**src/rtl/rxen_seed_pkg.sv**
```systemverilog
package rxen_seed_pkg;
   // Behaviour of additions that exceed the delay width
   typedef enum int unsigned {
      OVF_SAT  = 0,
      OVF_WRAP = 1
   } ovf_mode_e;
endpackage

```
**src/rtl/rxen_seed_split.sv**
```systemverilog
module rxen_seed_split
   import rxen_seed_pkg::*;
#(
   parameter int        DLY_W    = 10,
   parameter int        FINE_W   = 5,
   parameter ovf_mode_e OVF_MODE = OVF_SAT
) (
   input  logic [DLY_W-1:0] wr_dly,
   input  logic [DLY_W-1:0] est,
   input  logic             ovr_en,
   input  logic [DLY_W-1:0] ovr,
   output logic [DLY_W-1:0] phy_seed,
   output logic [DLY_W-1:0] init_dly,
   output logic [DLY_W-1:0] diff
);
   localparam int GROSS_W = DLY_W - FINE_W;

   logic [DLY_W:0]         raw;
   logic [DLY_W-1:0]       total;
   logic [GROSS_W-1:0]     gross;
   logic [GROSS_W-1:0]     pre_gross;
   logic [GROSS_W-1:0]     gap;
   logic [FINE_W-1:0]      fine;

   assign raw = {1'b0, wr_dly} + {1'b0, (ovr_en ? ovr : est)};

   generate
      if (OVF_MODE == OVF_SAT) begin : g_sat
         assign total = raw[DLY_W] ? {DLY_W{1'b1}} : raw[DLY_W-1:0];
      end else begin : g_wrap
         logic unused_carry;
         assign unused_carry = raw[DLY_W];
         assign total        = raw[DLY_W-1:0];
      end
   endgenerate

   assign gross     = total[DLY_W-1:FINE_W];
   assign fine      = total[FINE_W-1:0];
   assign pre_gross = gross[0] ? GROSS_W'(1) : GROSS_W'(2);
   assign gap       = (gross >= pre_gross) ? (gross - pre_gross) : '0;

   assign phy_seed = {pre_gross, fine};
   assign init_dly = {gross, {FINE_W{1'b0}}};
   assign diff     = {gap, {FINE_W{1'b0}}};
endmodule

```
**src/rtl/rxen_final_calc.sv**
```systemverilog
module rxen_final_calc
   import rxen_seed_pkg::*;
#(
   parameter int        DLY_W    = 10,
   parameter int        FINE_W   = 5,
   parameter int        KEEP_W   = 4,
   parameter ovf_mode_e OVF_MODE = OVF_SAT
) (
   input  logic [DLY_W-1:0] rdbk,
   input  logic [DLY_W-1:0] stored,
   output logic [DLY_W-1:0] final_dly
);
   localparam int SUM_W = DLY_W + 2;
   localparam logic [SUM_W-1:0] UI_STEPS = SUM_W'(1) << FINE_W;

   logic [KEEP_W-1:0]  kept;
   logic [SUM_W-1:0]   sum;
   logic               unused_stored;

   // Only the masked window of the stored difference is restored
   assign kept          = stored[FINE_W+KEEP_W-1:FINE_W];
   assign unused_stored = ^{stored[DLY_W-1:FINE_W+KEEP_W], stored[FINE_W-1:0]};
   assign sum           = SUM_W'(rdbk) + (SUM_W'(kept) << FINE_W) + UI_STEPS;

   generate
      if (OVF_MODE == OVF_SAT) begin : g_sat
         assign final_dly = (|sum[SUM_W-1:DLY_W]) ? {DLY_W{1'b1}} : sum[DLY_W-1:0];
      end else begin : g_wrap
         logic unused_hi;
         assign unused_hi = |sum[SUM_W-1:DLY_W];
         assign final_dly = sum[DLY_W-1:0];
      end
   endgenerate
endmodule

```
**src/rtl/rxen_lane_store.sv**
```systemverilog
module rxen_lane_store #(
   parameter int NUM_LANES = 8,
   parameter int DLY_W     = 10,
   parameter int LANE_W    = 3
) (
   input  logic              clk,
   input  logic              rst_n,
   input  logic              wr_en,
   input  logic [LANE_W-1:0] wr_lane,
   input  logic [DLY_W-1:0]  wr_val,
   input  logic [LANE_W-1:0] rd_lane,
   output logic [DLY_W-1:0]  rd_val
);
   logic [DLY_W-1:0] slot [NUM_LANES];

   generate
      for (genvar i = 0; i < NUM_LANES; i++) begin : g_lane
         always_ff @(posedge clk or negedge rst_n) begin
            if (!rst_n) begin
               slot[i] <= '0;
            end else if (wr_en && (wr_lane == LANE_W'(i))) begin
               slot[i] <= wr_val;
            end
         end

         // A lane not addressed by a write keeps its value
         assert_lane_kept_R11: assert property (@(posedge clk) disable iff (!rst_n)
            !(wr_en && (wr_lane == LANE_W'(i))) |=> $stable(slot[i]));
      end
   endgenerate

   assign rd_val = slot[rd_lane];
endmodule

```
**src/rtl/rxen_seed_calc.sv**
```systemverilog
module rxen_seed_calc
   import rxen_seed_pkg::*;
#(
   parameter int        NUM_LANES = 8,
   parameter int        DLY_W     = 10,
   parameter int        FINE_W    = 5,
   parameter int        KEEP_W    = 4,
   parameter ovf_mode_e OVF_MODE  = OVF_SAT,
   localparam int       LANE_W    = $clog2(NUM_LANES)
) (
   input  logic              clk,
   input  logic              rst_n,
   input  logic              seed_vld,
   input  logic [LANE_W-1:0] seed_lane,
   input  logic [DLY_W-1:0]  wr_dqs_dly,
   input  logic [DLY_W-1:0]  plat_est,
   input  logic              plat_ovr_en,
   input  logic [DLY_W-1:0]  plat_ovr,
   output logic              seed_out_vld,
   output logic [LANE_W-1:0] seed_out_lane,
   output logic [DLY_W-1:0]  phy_seed,
   output logic [DLY_W-1:0]  rcven_init,
   output logic [DLY_W-1:0]  gross_diff,
   input  logic              fin_start,
   input  logic              fin_vld,
   input  logic [LANE_W-1:0] fin_lane,
   input  logic [DLY_W-1:0]  phy_rdbk,
   output logic              fin_out_vld,
   output logic [LANE_W-1:0] fin_out_lane,
   output logic [DLY_W-1:0]  final_dly,
   output logic [DLY_W-1:0]  max_dly
);
   localparam int GROSS_W = DLY_W - FINE_W;
   localparam logic [DLY_W-1:0] UI_STEPS = DLY_W'(1) << FINE_W;

   // Elaboration-time parameter checks
   generate
      if (NUM_LANES < 2) begin : g_chk_lanes
         $error("NUM_LANES must be at least 2");
      end
      if (GROSS_W < 2) begin : g_chk_gross
         $error("gross field must hold the value 2");
      end
      if (FINE_W + KEEP_W > DLY_W) begin : g_chk_keep
         $error("kept difference window exceeds the delay width");
      end
   endgenerate

   logic [DLY_W-1:0] seed_c, init_c, diff_c;
   logic [DLY_W-1:0] stored_c, final_c, max_base;

   rxen_seed_split #(
      .DLY_W(DLY_W), .FINE_W(FINE_W), .OVF_MODE(OVF_MODE)
   ) u_split (
      .wr_dly(wr_dqs_dly), .est(plat_est), .ovr_en(plat_ovr_en), .ovr(plat_ovr),
      .phy_seed(seed_c), .init_dly(init_c), .diff(diff_c)
   );

   rxen_lane_store #(
      .NUM_LANES(NUM_LANES), .DLY_W(DLY_W), .LANE_W(LANE_W)
   ) u_store (
      .clk(clk), .rst_n(rst_n),
      .wr_en(seed_vld), .wr_lane(seed_lane), .wr_val(diff_c),
      .rd_lane(fin_lane), .rd_val(stored_c)
   );

   rxen_final_calc #(
      .DLY_W(DLY_W), .FINE_W(FINE_W), .KEEP_W(KEEP_W), .OVF_MODE(OVF_MODE)
   ) u_final (
      .rdbk(phy_rdbk), .stored(stored_c), .final_dly(final_c)
   );

   assign max_base = fin_start ? '0 : max_dly;

   always_ff @(posedge clk or negedge rst_n) begin
      if (!rst_n) begin
         seed_out_vld  <= 1'b0;
         seed_out_lane <= '0;
         phy_seed      <= '0;
         rcven_init    <= '0;
         gross_diff    <= '0;
      end else begin
         seed_out_vld <= seed_vld;
         if (seed_vld) begin
            seed_out_lane <= seed_lane;
            phy_seed      <= seed_c;
            rcven_init    <= init_c;
            gross_diff    <= diff_c;
         end
      end
   end

   always_ff @(posedge clk or negedge rst_n) begin
      if (!rst_n) begin
         fin_out_vld  <= 1'b0;
         fin_out_lane <= '0;
         final_dly    <= '0;
         max_dly      <= '0;
      end else begin
         fin_out_vld <= fin_vld;
         if (fin_vld) begin
            fin_out_lane <= fin_lane;
            final_dly    <= final_c;
            max_dly      <= (final_c > max_base) ? final_c : max_base;
         end else begin
            max_dly      <= max_base;
         end
      end
   end

   // one-cycle seed latency with the lane carried along
   assert_seed_latency_R6: assert property (@(posedge clk) disable iff (!rst_n)
      seed_vld |=> (seed_out_vld && (seed_out_lane == $past(seed_lane))));

   // PHY seed upper field holds 1 for odd gross, 2 for even gross
   assert_pre_gross_R4: assert property (@(posedge clk) disable iff (!rst_n)
      seed_out_vld |-> (phy_seed[DLY_W-1:FINE_W] ==
                        (rcven_init[FINE_W] ? GROSS_W'(1) : GROSS_W'(2))));

   // pre-gross plus stored gap rebuilds the gross part unless floored
   assert_gap_sum_R5: assert property (@(posedge clk) disable iff (!rst_n)
      seed_out_vld |-> ((gross_diff[FINE_W-1:0] == '0) &&
                        ((gross_diff == '0) ||
                         (rcven_init[DLY_W-1:FINE_W] ==
                          phy_seed[DLY_W-1:FINE_W] + gross_diff[DLY_W-1:FINE_W]))));

   // the one-UI correction never lets a final delay fall below one UI
   assert_final_floor_R7: assert property (@(posedge clk) disable iff (!rst_n)
      (fin_out_vld && (OVF_MODE == OVF_SAT)) |-> (final_dly >= UI_STEPS));

   // the reported maximum covers every final delay of the pass
   assert_max_cover_R9: assert property (@(posedge clk) disable iff (!rst_n)
      fin_out_vld |-> (max_dly >= final_dly));

   assert_max_clear_R9: assert property (@(posedge clk) disable iff (!rst_n)
      (fin_start && !fin_vld) |=> (max_dly == '0));
endmodule

```
**config.mk**
```make
export PLATFORM = sky130hd
export DESIGN_NAME = rxen_seed_calc
export DESIGN_NICKNAME = d
export VERILOG_FILES = /design/src/rtl/rxen_seed_pkg.sv /design/src/rtl/rxen_seed_split.sv /design/src/rtl/rxen_final_calc.sv /design/src/rtl/rxen_lane_store.sv /design/src/rtl/rxen_seed_calc.sv
export SDC_FILE = /design/constraint.sdc
export NUM_CORES = 1
export LEC_CHECK = 0
export BUFFER_PORTS_ARGS = -buffer_cell sky130_fd_sc_hd__buf_2
export CAP_MARGIN = 30
export CORE_MARGIN = 4
export CORE_UTILIZATION = 37
export CTS_CLUSTER_SIZE = 14
export DETAILED_ROUTE_END_ITERATION = 10
export SYNTH_ARGS = -nofsm -noshare
export SYNTH_HDL_FRONTEND = slang
export SYNTH_SLANG_ARGS = --single-unit
```
**constraint.sdc**
```tcl
create_clock -name clk -period 4.8 [get_ports clk]
set_input_delay 0.48 -clock clk [delete_from_list [all_inputs] [get_ports clk]]
set_output_delay 0.48 -clock clk [all_outputs]
set_load 0.05 [all_outputs]
```
# Word level (Yosys, flattened, before mapping)
# Cells that the tools add are included.
# totals
regBits	88
out_inout_bits	58
word_cells	53
# op_classes
add_sub_neg	4
n_lt_le_gt_ge	3
eq_ne	7
muxes	11
bitwise	1
reduce_logical	10
# ops
op	count
$mux 10	6
$bmux 10 s3	1
$mux 9	2
$add 12x6->12 const B	1
$eq 3x3->1 const B	4
$add 10x10->11	1
$add 10x9->11	1
$gt 10x10->1	1
$logic_and 1x1->1	8
$eq 3x2->1 const B	2
$ge 5x5->1	1
$mux 5	1
$sub 5x5->5	1
$ge 4x4->1 const B	1
$not 3->4	1
$eq 3x1->1 const B	1
$logic_not 3->1	1
$mux 2	1
$reduce_or 2->1	1

# Logic depth before layout (Yosys ltp)
# Gate-level depths: netlist of the first run.
# logic_depth
ltp_word	11
depth_mapped	20

# Modules after synthesis
# Synthesis of the first run repeated with hierarchy kept, for this count alone.
# hier_totals
cells_unflattened	511
hier_area_um2	7287.0
# by_module_without_submodules
mod	n_inst	cells_each	area_each_um2
rxen_lane_store	1	210	3694.8
rxen_seed_calc	1	167	2424.8
rxen_seed_split	1	106	914.6
rxen_final_calc	1	28	252.7

# Worst setup path before layout of the first run
# OpenSTA, ideal clock, no wires.
# synth_timing
path_kind	input to register
startpoint	in fin_lane[0]
endpoint	reg max_dly[0]
setup_ns	0.079
arrival_time_ns	4.537
required_ns	4.721
slack_ns	0.183
path_stages	17
n_path_buf	3
path_cell_list	clkbuf_1 > mux4_2 > mux2_2 > fa_1 > xor2_1 > and3_1 > a31o_2 > clkbuf_1 > nor2_1 > inv_1 > ha_1 > nand4_1 > o311ai_0 > nor2_1 > a21oi_1 > buf_2 > mux2i_1
# synth_between
elab_chain_cells	11
# synth_lines
element	line_no	source
start, declared	rxen_seed_calc.sv:26	input logic [LANE_W-1:0] fin_lane,
$not 3->4 (not written as such)	rxen_lane_store.sv:32	assign rd_val = slot[rd_lane];
$bmux 10 s3	rxen_lane_store.sv:32	
$mux 9 (not written as such) (2 in series)	rxen_lane_store.sv:32	
$add 10x9->11	rxen_final_calc.sv:23	assign sum = SUM_W'(rdbk) + (SUM_W'(kept) << FINE_W) + UI_STEPS;
$add 12x6->12	rxen_final_calc.sv:23	
$reduce_or 2->1	rxen_final_calc.sv:27	assign final_dly = (|sum[SUM_W-1:DLY_W]) ? {DLY_W{1'b1}} : sum[DLY_W-1:0];
$mux 10	rxen_final_calc.sv:27	
via final_c[4]	rxen_seed_calc.sv:50	logic [DLY_W-1:0] stored_c, final_c, max_base;
$gt 10x10->1	rxen_seed_calc.sv:104	max_dly <= (final_c > max_base) ? final_c : max_base;
$mux 10	rxen_seed_calc.sv:104	
$mux 10	rxen_seed_calc.sv:101	if (fin_vld) begin
end signal, assigned	rxen_seed_calc.sv:104	
end signal, assigned	rxen_seed_calc.sv:106	max_dly <= max_base;
end, declared	rxen_seed_calc.sv:31	output logic [DLY_W-1:0] max_dly
# The timed path passes the listed nets, and every way through them passes these cells. The select of a mux whose other input is x is not followed.
# A chain may end at the register's enable or synchronous reset.

# Worst setup path in the final report of the first run
# layout_timing
startpoint	in fin_lane[0]
endpoint	reg max_dly[2]
# layout_between
elab_chain_cells	11
# layout_lines
element	line_no
$not 3->4 (not written as such) *	rxen_lane_store.sv:32
$bmux 10 s3 *	rxen_lane_store.sv:32
$mux 9 (not written as such) * (2 in series)	rxen_lane_store.sv:32
$add 10x9->11 *	rxen_final_calc.sv:23
$add 12x6->12 *	rxen_final_calc.sv:23
$reduce_or 2->1	rxen_final_calc.sv:27
$mux 10 *	rxen_final_calc.sv:27
via final_c[7]	rxen_seed_calc.sv:50
$gt 10x10->1 *	rxen_seed_calc.sv:104
$mux 10 *	rxen_seed_calc.sv:104
$mux 10 *	rxen_seed_calc.sv:101
# Mark *: on every way through the listed nets, which the timed path passes. The rest lies on a longest branch. The select of a mux whose other input is x is not followed.

==> results.md, run 1 <==
* DR vias at 3153
* Xor/xnor share of the synthesized area at 3.59%
* Synth Flop Type: dfrtp_1
* Largest net degree at the start of global routing at 68
* H-tree Lvls at 3
* Pins Over Slew Limit at 0
* LEAKAGE at 2.33 nW
* Status: finished clean
* Synth Instances at 404
* Adder-cell share of the synthesized area at approximately 9%
* First-pass GRT wire length at 15200 um
* Tmin final at 4320 ps
* Met3 global-route usage at 2.86%
* Rows at 38
* Max Freq at 0.231 GHz
* Worst hold path class: input pin to asynchronous set/reset pin
* Drt total wl at about 9300 um
* Initial antenna violation count at 0
* Top cells by area, synth: dfrtp_1 40%, ha_1 7.8%, mux2_2 5.2%
* Final worst clock skew at 6.55 ps
* Placer Congestion at 0.839
* Critical Path Fanout Max at 10
* Headroom to the max-slew limit at 44.1%
* First-pass iteration count of the detailed router at 4
* N_diodes at 0
* DRC viols at 0
* Crit path cell chain: buf_2 -> mux4_2 -> mux2_2 -> fa_1 -> a21o_1 -> a21oi_1 -> xnor2_1 -> a31o_2 -> nor2_1 -> inv_1 -> ha_1 -> nand4_1 -> o311ai_0 -> nor2_1 -> a21oi_1 -> buf_4 -> mux2i_1
* Number of synthesized flops with an enable pin at 0
* IO Count at 110
* Sum of negative setup slack at 0 ps
* # setup viols final at 0
* CTS tree: done
* CTS Buf Count at 9
* Area grow syn2layout at 17.7%
* Mapped Avg Cell Area at 10.3 um2
* Routed Antenna Nets at 0
* Endpoint class of the critical path: flip-flop
* Clk_lat worst skew at 330 ps
* GR Layer Usage met1 at ~19%
* Clock Sink Count at between 60 and 70
* FFs w/ async S/R, synth at 100%
* Top post-synthesis cells by count: 67 x dfrtp_1, 42 x nor2_1, 38 x nand2_1
* Synth top area share at 40.4%
* HPWL after detailed placement at ~7200 um
* Nets at 578
* Hold Fails Final Rpt at 0
* Seq/Total Area, Yosys at between 40% and 50%
* Most common cell in the netlist: dfrtp_1
* Synth unique cells at 55
* Worst Tran Pin Value at 838 ps
* Final worst path period share at roughly nine tenths
* Startpoint types: input pin
* Core area at roughly 0.011 mm2
* Area of the multi-input gates at 0.00225 mm2
* WS Path Type: input pin to flip-flop
* Most Crowded Layer GR: met2
* # fillers at 1064
* Root Buffer: clkbuf_8
* Reg clk slew, reported paths at 70 ps
* Global Route Usage Sum at between 10% and 20%
* Unrepaired setup endpoints after global routing: no
* Worst path max stage delay at ~530 ps
* Chip Width at 114 um
* IO buf count at 95
* Wire per inst at 14.5 um
* #FFs+latches synth at 67
* Post-Synth Simple-Gate Area at 12.7%
* Slack of the worst reg-to-reg path at 510 ps
* CTS Hold Bufs at 0
* Yosys Warn Count at 0
* Data arrival time of the worst path at 4580 ps
* Synth Area in Compound Gates at 16.4%
* Post-CTS setup buffer count at 0
* Max clock buf depth at 2
* Largest family of logic cells by synthesized area: compound AO/OA/AOI/OAI gates
* Global route overflow at 0
* Sequential Area at around 0.0017 mm2
* GR Util met2 at 24.2%
* PD cells at 552 mW/mm2
* 1st-iter DRT viols at around 120
* Max-Cap Viols at 0
* DR vias/cell at 4.91
* Vias in the first global route at 3111
* Initial Utilization at 38.1%
* Peak VDD IR at 0.231 mV
* PostCTS Resize Cnt at 0
* Die area at ~0.013 mm2
* Worst path required time at 5050 ps
* Netlist Area Pre-Place at 0.00415 mm2
* Slowest cell on the critical path: mux4_2
* Leading area contributor after synthesis: dfrtp_1
* Chip Height at 114 um
* Layout Utilization at 44.9%
* Mux contribution to synthesized area at 11.3%
* Fraction of layout cells with a size suffix above 1 at between 30% and 40%
## registers in the layout, indices dropped and copies added (netlist names), 3 cells and up
signal / cells
max_dly: 10
fin_out_lane: 3
rcven_init: 5
seed_out_lane: 3
u_store.slot: 24
gross_diff: 4
final_dly: 10
phy_seed: 6
## placed cells by master (no fill, tap or decap), types with 15 or more instances in the layout
cell / instances
buf_2: 95
dfrtp_1: 67
nor2_1: 42
nand2_1: 38
a21oi_1: 30
ha_1: 26
inv_1: 21
mux2_2: 19
conb_1: 15
## path summary, 6_finish.rpt
check / startpoint / endpoint / depth (start not counted)
max in group asynchronous: rst_n / u_store.slot[47] / 2
hold reg to reg: u_store.slot[77] / u_store.slot[77] / 2
setup / recovery: fin_lane[0] / max_dly[2] / 17
setup reg to reg: u_store.slot[16] / max_dly[2] / 16
min in group clk: phy_rdbk[4] / max_dly[4] / 3
hold / removal: rst_n / u_store.slot[6] / 2
## critical path, delay by kind of cell
family                   cells  cell delay, ps
AO/OA/AOI/OAI                5            1230
XOR/XNOR                     1             140
adder cells (fa/ha/maj)      2             740
buffers and inverters        3             540
multiplexers                 3            1060
AND/OR/NAND/NOR              3             380
## layout make-up
type | count | share of cell area [%]
clock buffers | 13 | 3.25
multi-input cells | 299 | 46.0
inverters | 21 | 1.61
clock inverters | 2 | 0.717
repair buffers | 100 | 10.5
flip-flops and latches | 67 | 34.3
well taps | 140 | 3.58
## cells by family after synthesis
logic type               after synthesis
adder cells (fa/ha/maj)               28
AO/OA/AOI/OAI                         89
XOR/XNOR                              14
buffers and inverters                 52
AND/OR/NAND/NOR                      116
multiplexers                          37
other                                  1
flip-flops                            67
## routing by layer
metal / wire [um] / vias up / part of all wire [%]
li1: - / 1587 / -
met5: 0 / - / 0
met2: 4500 / 80 / 48
met3: 489 / 17 / 5.3
met4: 195 / 0 / 2.1
met1: 4110 / 1469 / 44
## per-stage QoR
stage / cells / power [W] / setup slack (ps) / cell area, um2 / hold slack (ps)
3_5_place_dp: 627 / 0.00225 / 105 / 4690 / 466
5_1_grt: 642 / 0.00289 / 136 / 4890 / 419
3_3_place_gp: 627 / 0.00221 / 273 / 4690 / 457
2_1_floorplan: 418 / 0.00192 / 183 / 4200 / 184
4_1_cts: 642 / 0.00272 / 467 / 4890 / 370
6_report: 642 / 0.00270 / 478 / 4890 / 347
## power by group
group	switching (W)	leakage, nW	internal, W
clock	0.000200	0.0995	0.000265
sequential	0.0000929	0.786	0.000737
combinational	0.000928	1.45	0.000474
Power figures use the tool's default switching activity.
==> run 2: changes to the inputs <==
CTS_BUF_LIST = sky130_fd_sc_hd__clkbuf_16   (was unset)
PLACE_DENSITY = 0.61   (was unset)
==> run 2 against run 1 <==
Critical path depth did not move. Flip-flop and latch count did not move. Setup slack got worse by 110 ps. Die area did not move. Clock power rose by 77%. Cell count rose by 0.47%. Design area rose by 4.2%.
==> results.md, run 2 (synthesis results as in run 1) <==
* Status: finished clean
* Worst Tran Pin Value at 847 ps
* CTS tree: done
* PD cells at 603 mW/mm2
* R2R cell count at 16
* DR vias/cell at roughly 5.0
* Max Freq at 0.226 GHz
* Die area at 0.0130 mm2
* # setup viols final at 0
* Final worst clock skew at 9.53 ps
* Reg clk slew, reported paths at 60 ps
* First-pass GRT wire length at approximately 16000 um
* First-pass iteration count of the detailed router at 4
* Max reg flops at 24
* 1st-iter DRT viols at between 150 and 200
* Startpoint types: input pin
* Largest net degree at the start of global routing at 68
* Drt total wl at 9520 um
* Nets at 580
* Top flop regs: u_store.slot (24), final_dly (10), max_dly (10)
* Global Route Usage Sum at 15.0%
* DRC viols at 0
* Fraction of layout cells with a size suffix above 1 at 33.1%
* Largest register by flop count: u_store.slot
* Vias in the first global route at 3186
* HPWL after detailed placement at 7130 um
* Slowest cell on the critical path: mux4_2
* Routed Antenna Nets at 0
* Peak VDD IR at about 0.42 mV
* Uppermost layer routed: met4
* Global route overflow at 0
* Max-Cap Viols at 0
* Endpoint class of the critical path: flip-flop
* Chip Height at 114 um
* Max clock buf depth at 2
* CTS Hold Bufs at 0
* Critical Path Fanout Max at 9
* IO buf count at 95
* Placer Congestion at 0.788
* N_diodes at 0
* Headroom to the max-slew limit at 43.5%
* Core area at 0.0109 mm2
* Chip Width at 114 um
* Clock Sink Count at 67
* CP endpoint: max_dly[4]
* FF-to-FF Start: u_store.slot[56]
* WS Path Type: input pin to flip-flop
* DR vias at 3230
* Commonest non-fill, non-tap cells in the layout: 95 x buf_2, 67 x dfrtp_1, 42 x nor2_1
* PostCTS Resize Cnt at 0
* Rows at 38
* Slack of the worst reg-to-reg path at 410 ps
* Worst path max stage delay at roughly 540 ps
* DP Area at about 0.0047 mm2
* Metal2 WL at 4420 um
* Final worst path period share at 92.3%
* Clk_lat worst skew at about 330 ps
* H-tree Lvls at 3
* Metal3 WL at 547 um
* Root Buffer: clkbuf_16
* Unrepaired setup endpoints after global routing: no
* Overall Power at 0.00307 W
* Worst hold path class: input pin to asynchronous set/reset pin
* Commonest non-fill, non-tap cell in the layout: buf_2
* Crit path cell chain: buf_2 -> mux4_2 -> mux2_2 -> fa_1 -> a21o_1 -> a21oi_1 -> xnor2_1 -> a31o_2 -> nor2_1 -> inv_1 -> ha_1 -> nand4_1 -> o311ai_0 -> nor2_1 -> a21oi_1 -> buf_4 -> mux2i_1
* Area grow syn2layout at 22.7%
* CTS Buf Count at 9
* LEAKAGE at 2.43 nW
* Worst path required time at 5050 ps
* Crit path from: fin_lane[0]
* Data arrival time of the worst path at 4680 ps
* Hold Fails Final Rpt at 0
* Hold_ws at roughly 340 ps
* Initial antenna violation count at 0
* IO Count at 110
* Sum of negative setup slack at 0 ps
* Tmin final at 4430 ps
* Reg-to-Reg End: max_dly[4]
* Initial Utilization at between 30% and 40%
* Design area at 0.00509 mm2
* Wire per inst at 14.8 um
* Layout Utilization at 46.8%
* M1 wire length at 4460 um
* Post-CTS setup buffer count at 0
* Pins Over Slew Limit at 0
==> run 2: final cells by class <==
cell class | count | area (um2)
Clock buffer | 9 | 225
Clock inverter | 7 | 146
Fill cell | 1030 | 5800
Inverter | 21 | 78.8
Multi-Input combinational cell | 299 | 2250
Sequential cell | 67 | 1680
Tap cell | 140 | 175
Timing Repair Buffer | 102 | 541
==> run 2: worst min path at each step <==
stage,end,slack (ps),cells past startpoint
floorplan,fin_out_lane[0],180,0
global placement,u_store.slot[27],460,2
detailed placement,u_store.slot[77],470,2
CTS,fin_out_lane[2],380,2
global route,fin_out_lane[2],420,2
finish,fin_out_lane[2],340,2
==> run 2: worst max-delay path, delay by kind of cell <==
kind,cells,cell delay (ps)
buf+inv,3,560
compound gates,5,1290
simple gates,3,410
xor+xnor,1,130
mux,3,1060
fa+ha+maj,2,760
==> run 2: stage by stage <==
stage                     worst slack [ps]  cells
after global routing                  20.2    645
final                                  370    645
after global placement                 268    629
after CTS                              378    645
after detailed placement               123    629
after floorplan                        183    418
==> run 2: metal layers <==
| layer | vias up | track usage, % |
|---|---|---|
| met5 | - | 0 |
| met4 | 0 | 4.59 |
| met3 | 8 | 3.50 |
| met2 | 84 | 23.5 |
| met1 | 1545 | 20.6 |
| li1 | 1593 | - |
==> run 2: report_power, final <==
group / internal [W] / switching (W) / total, W
clock network: 0.000565 / 0.000256 / 0.000821
registers: 0.000738 / 0.0000985 / 0.000836
logic: 0.000488 / 0.000923 / 0.00141
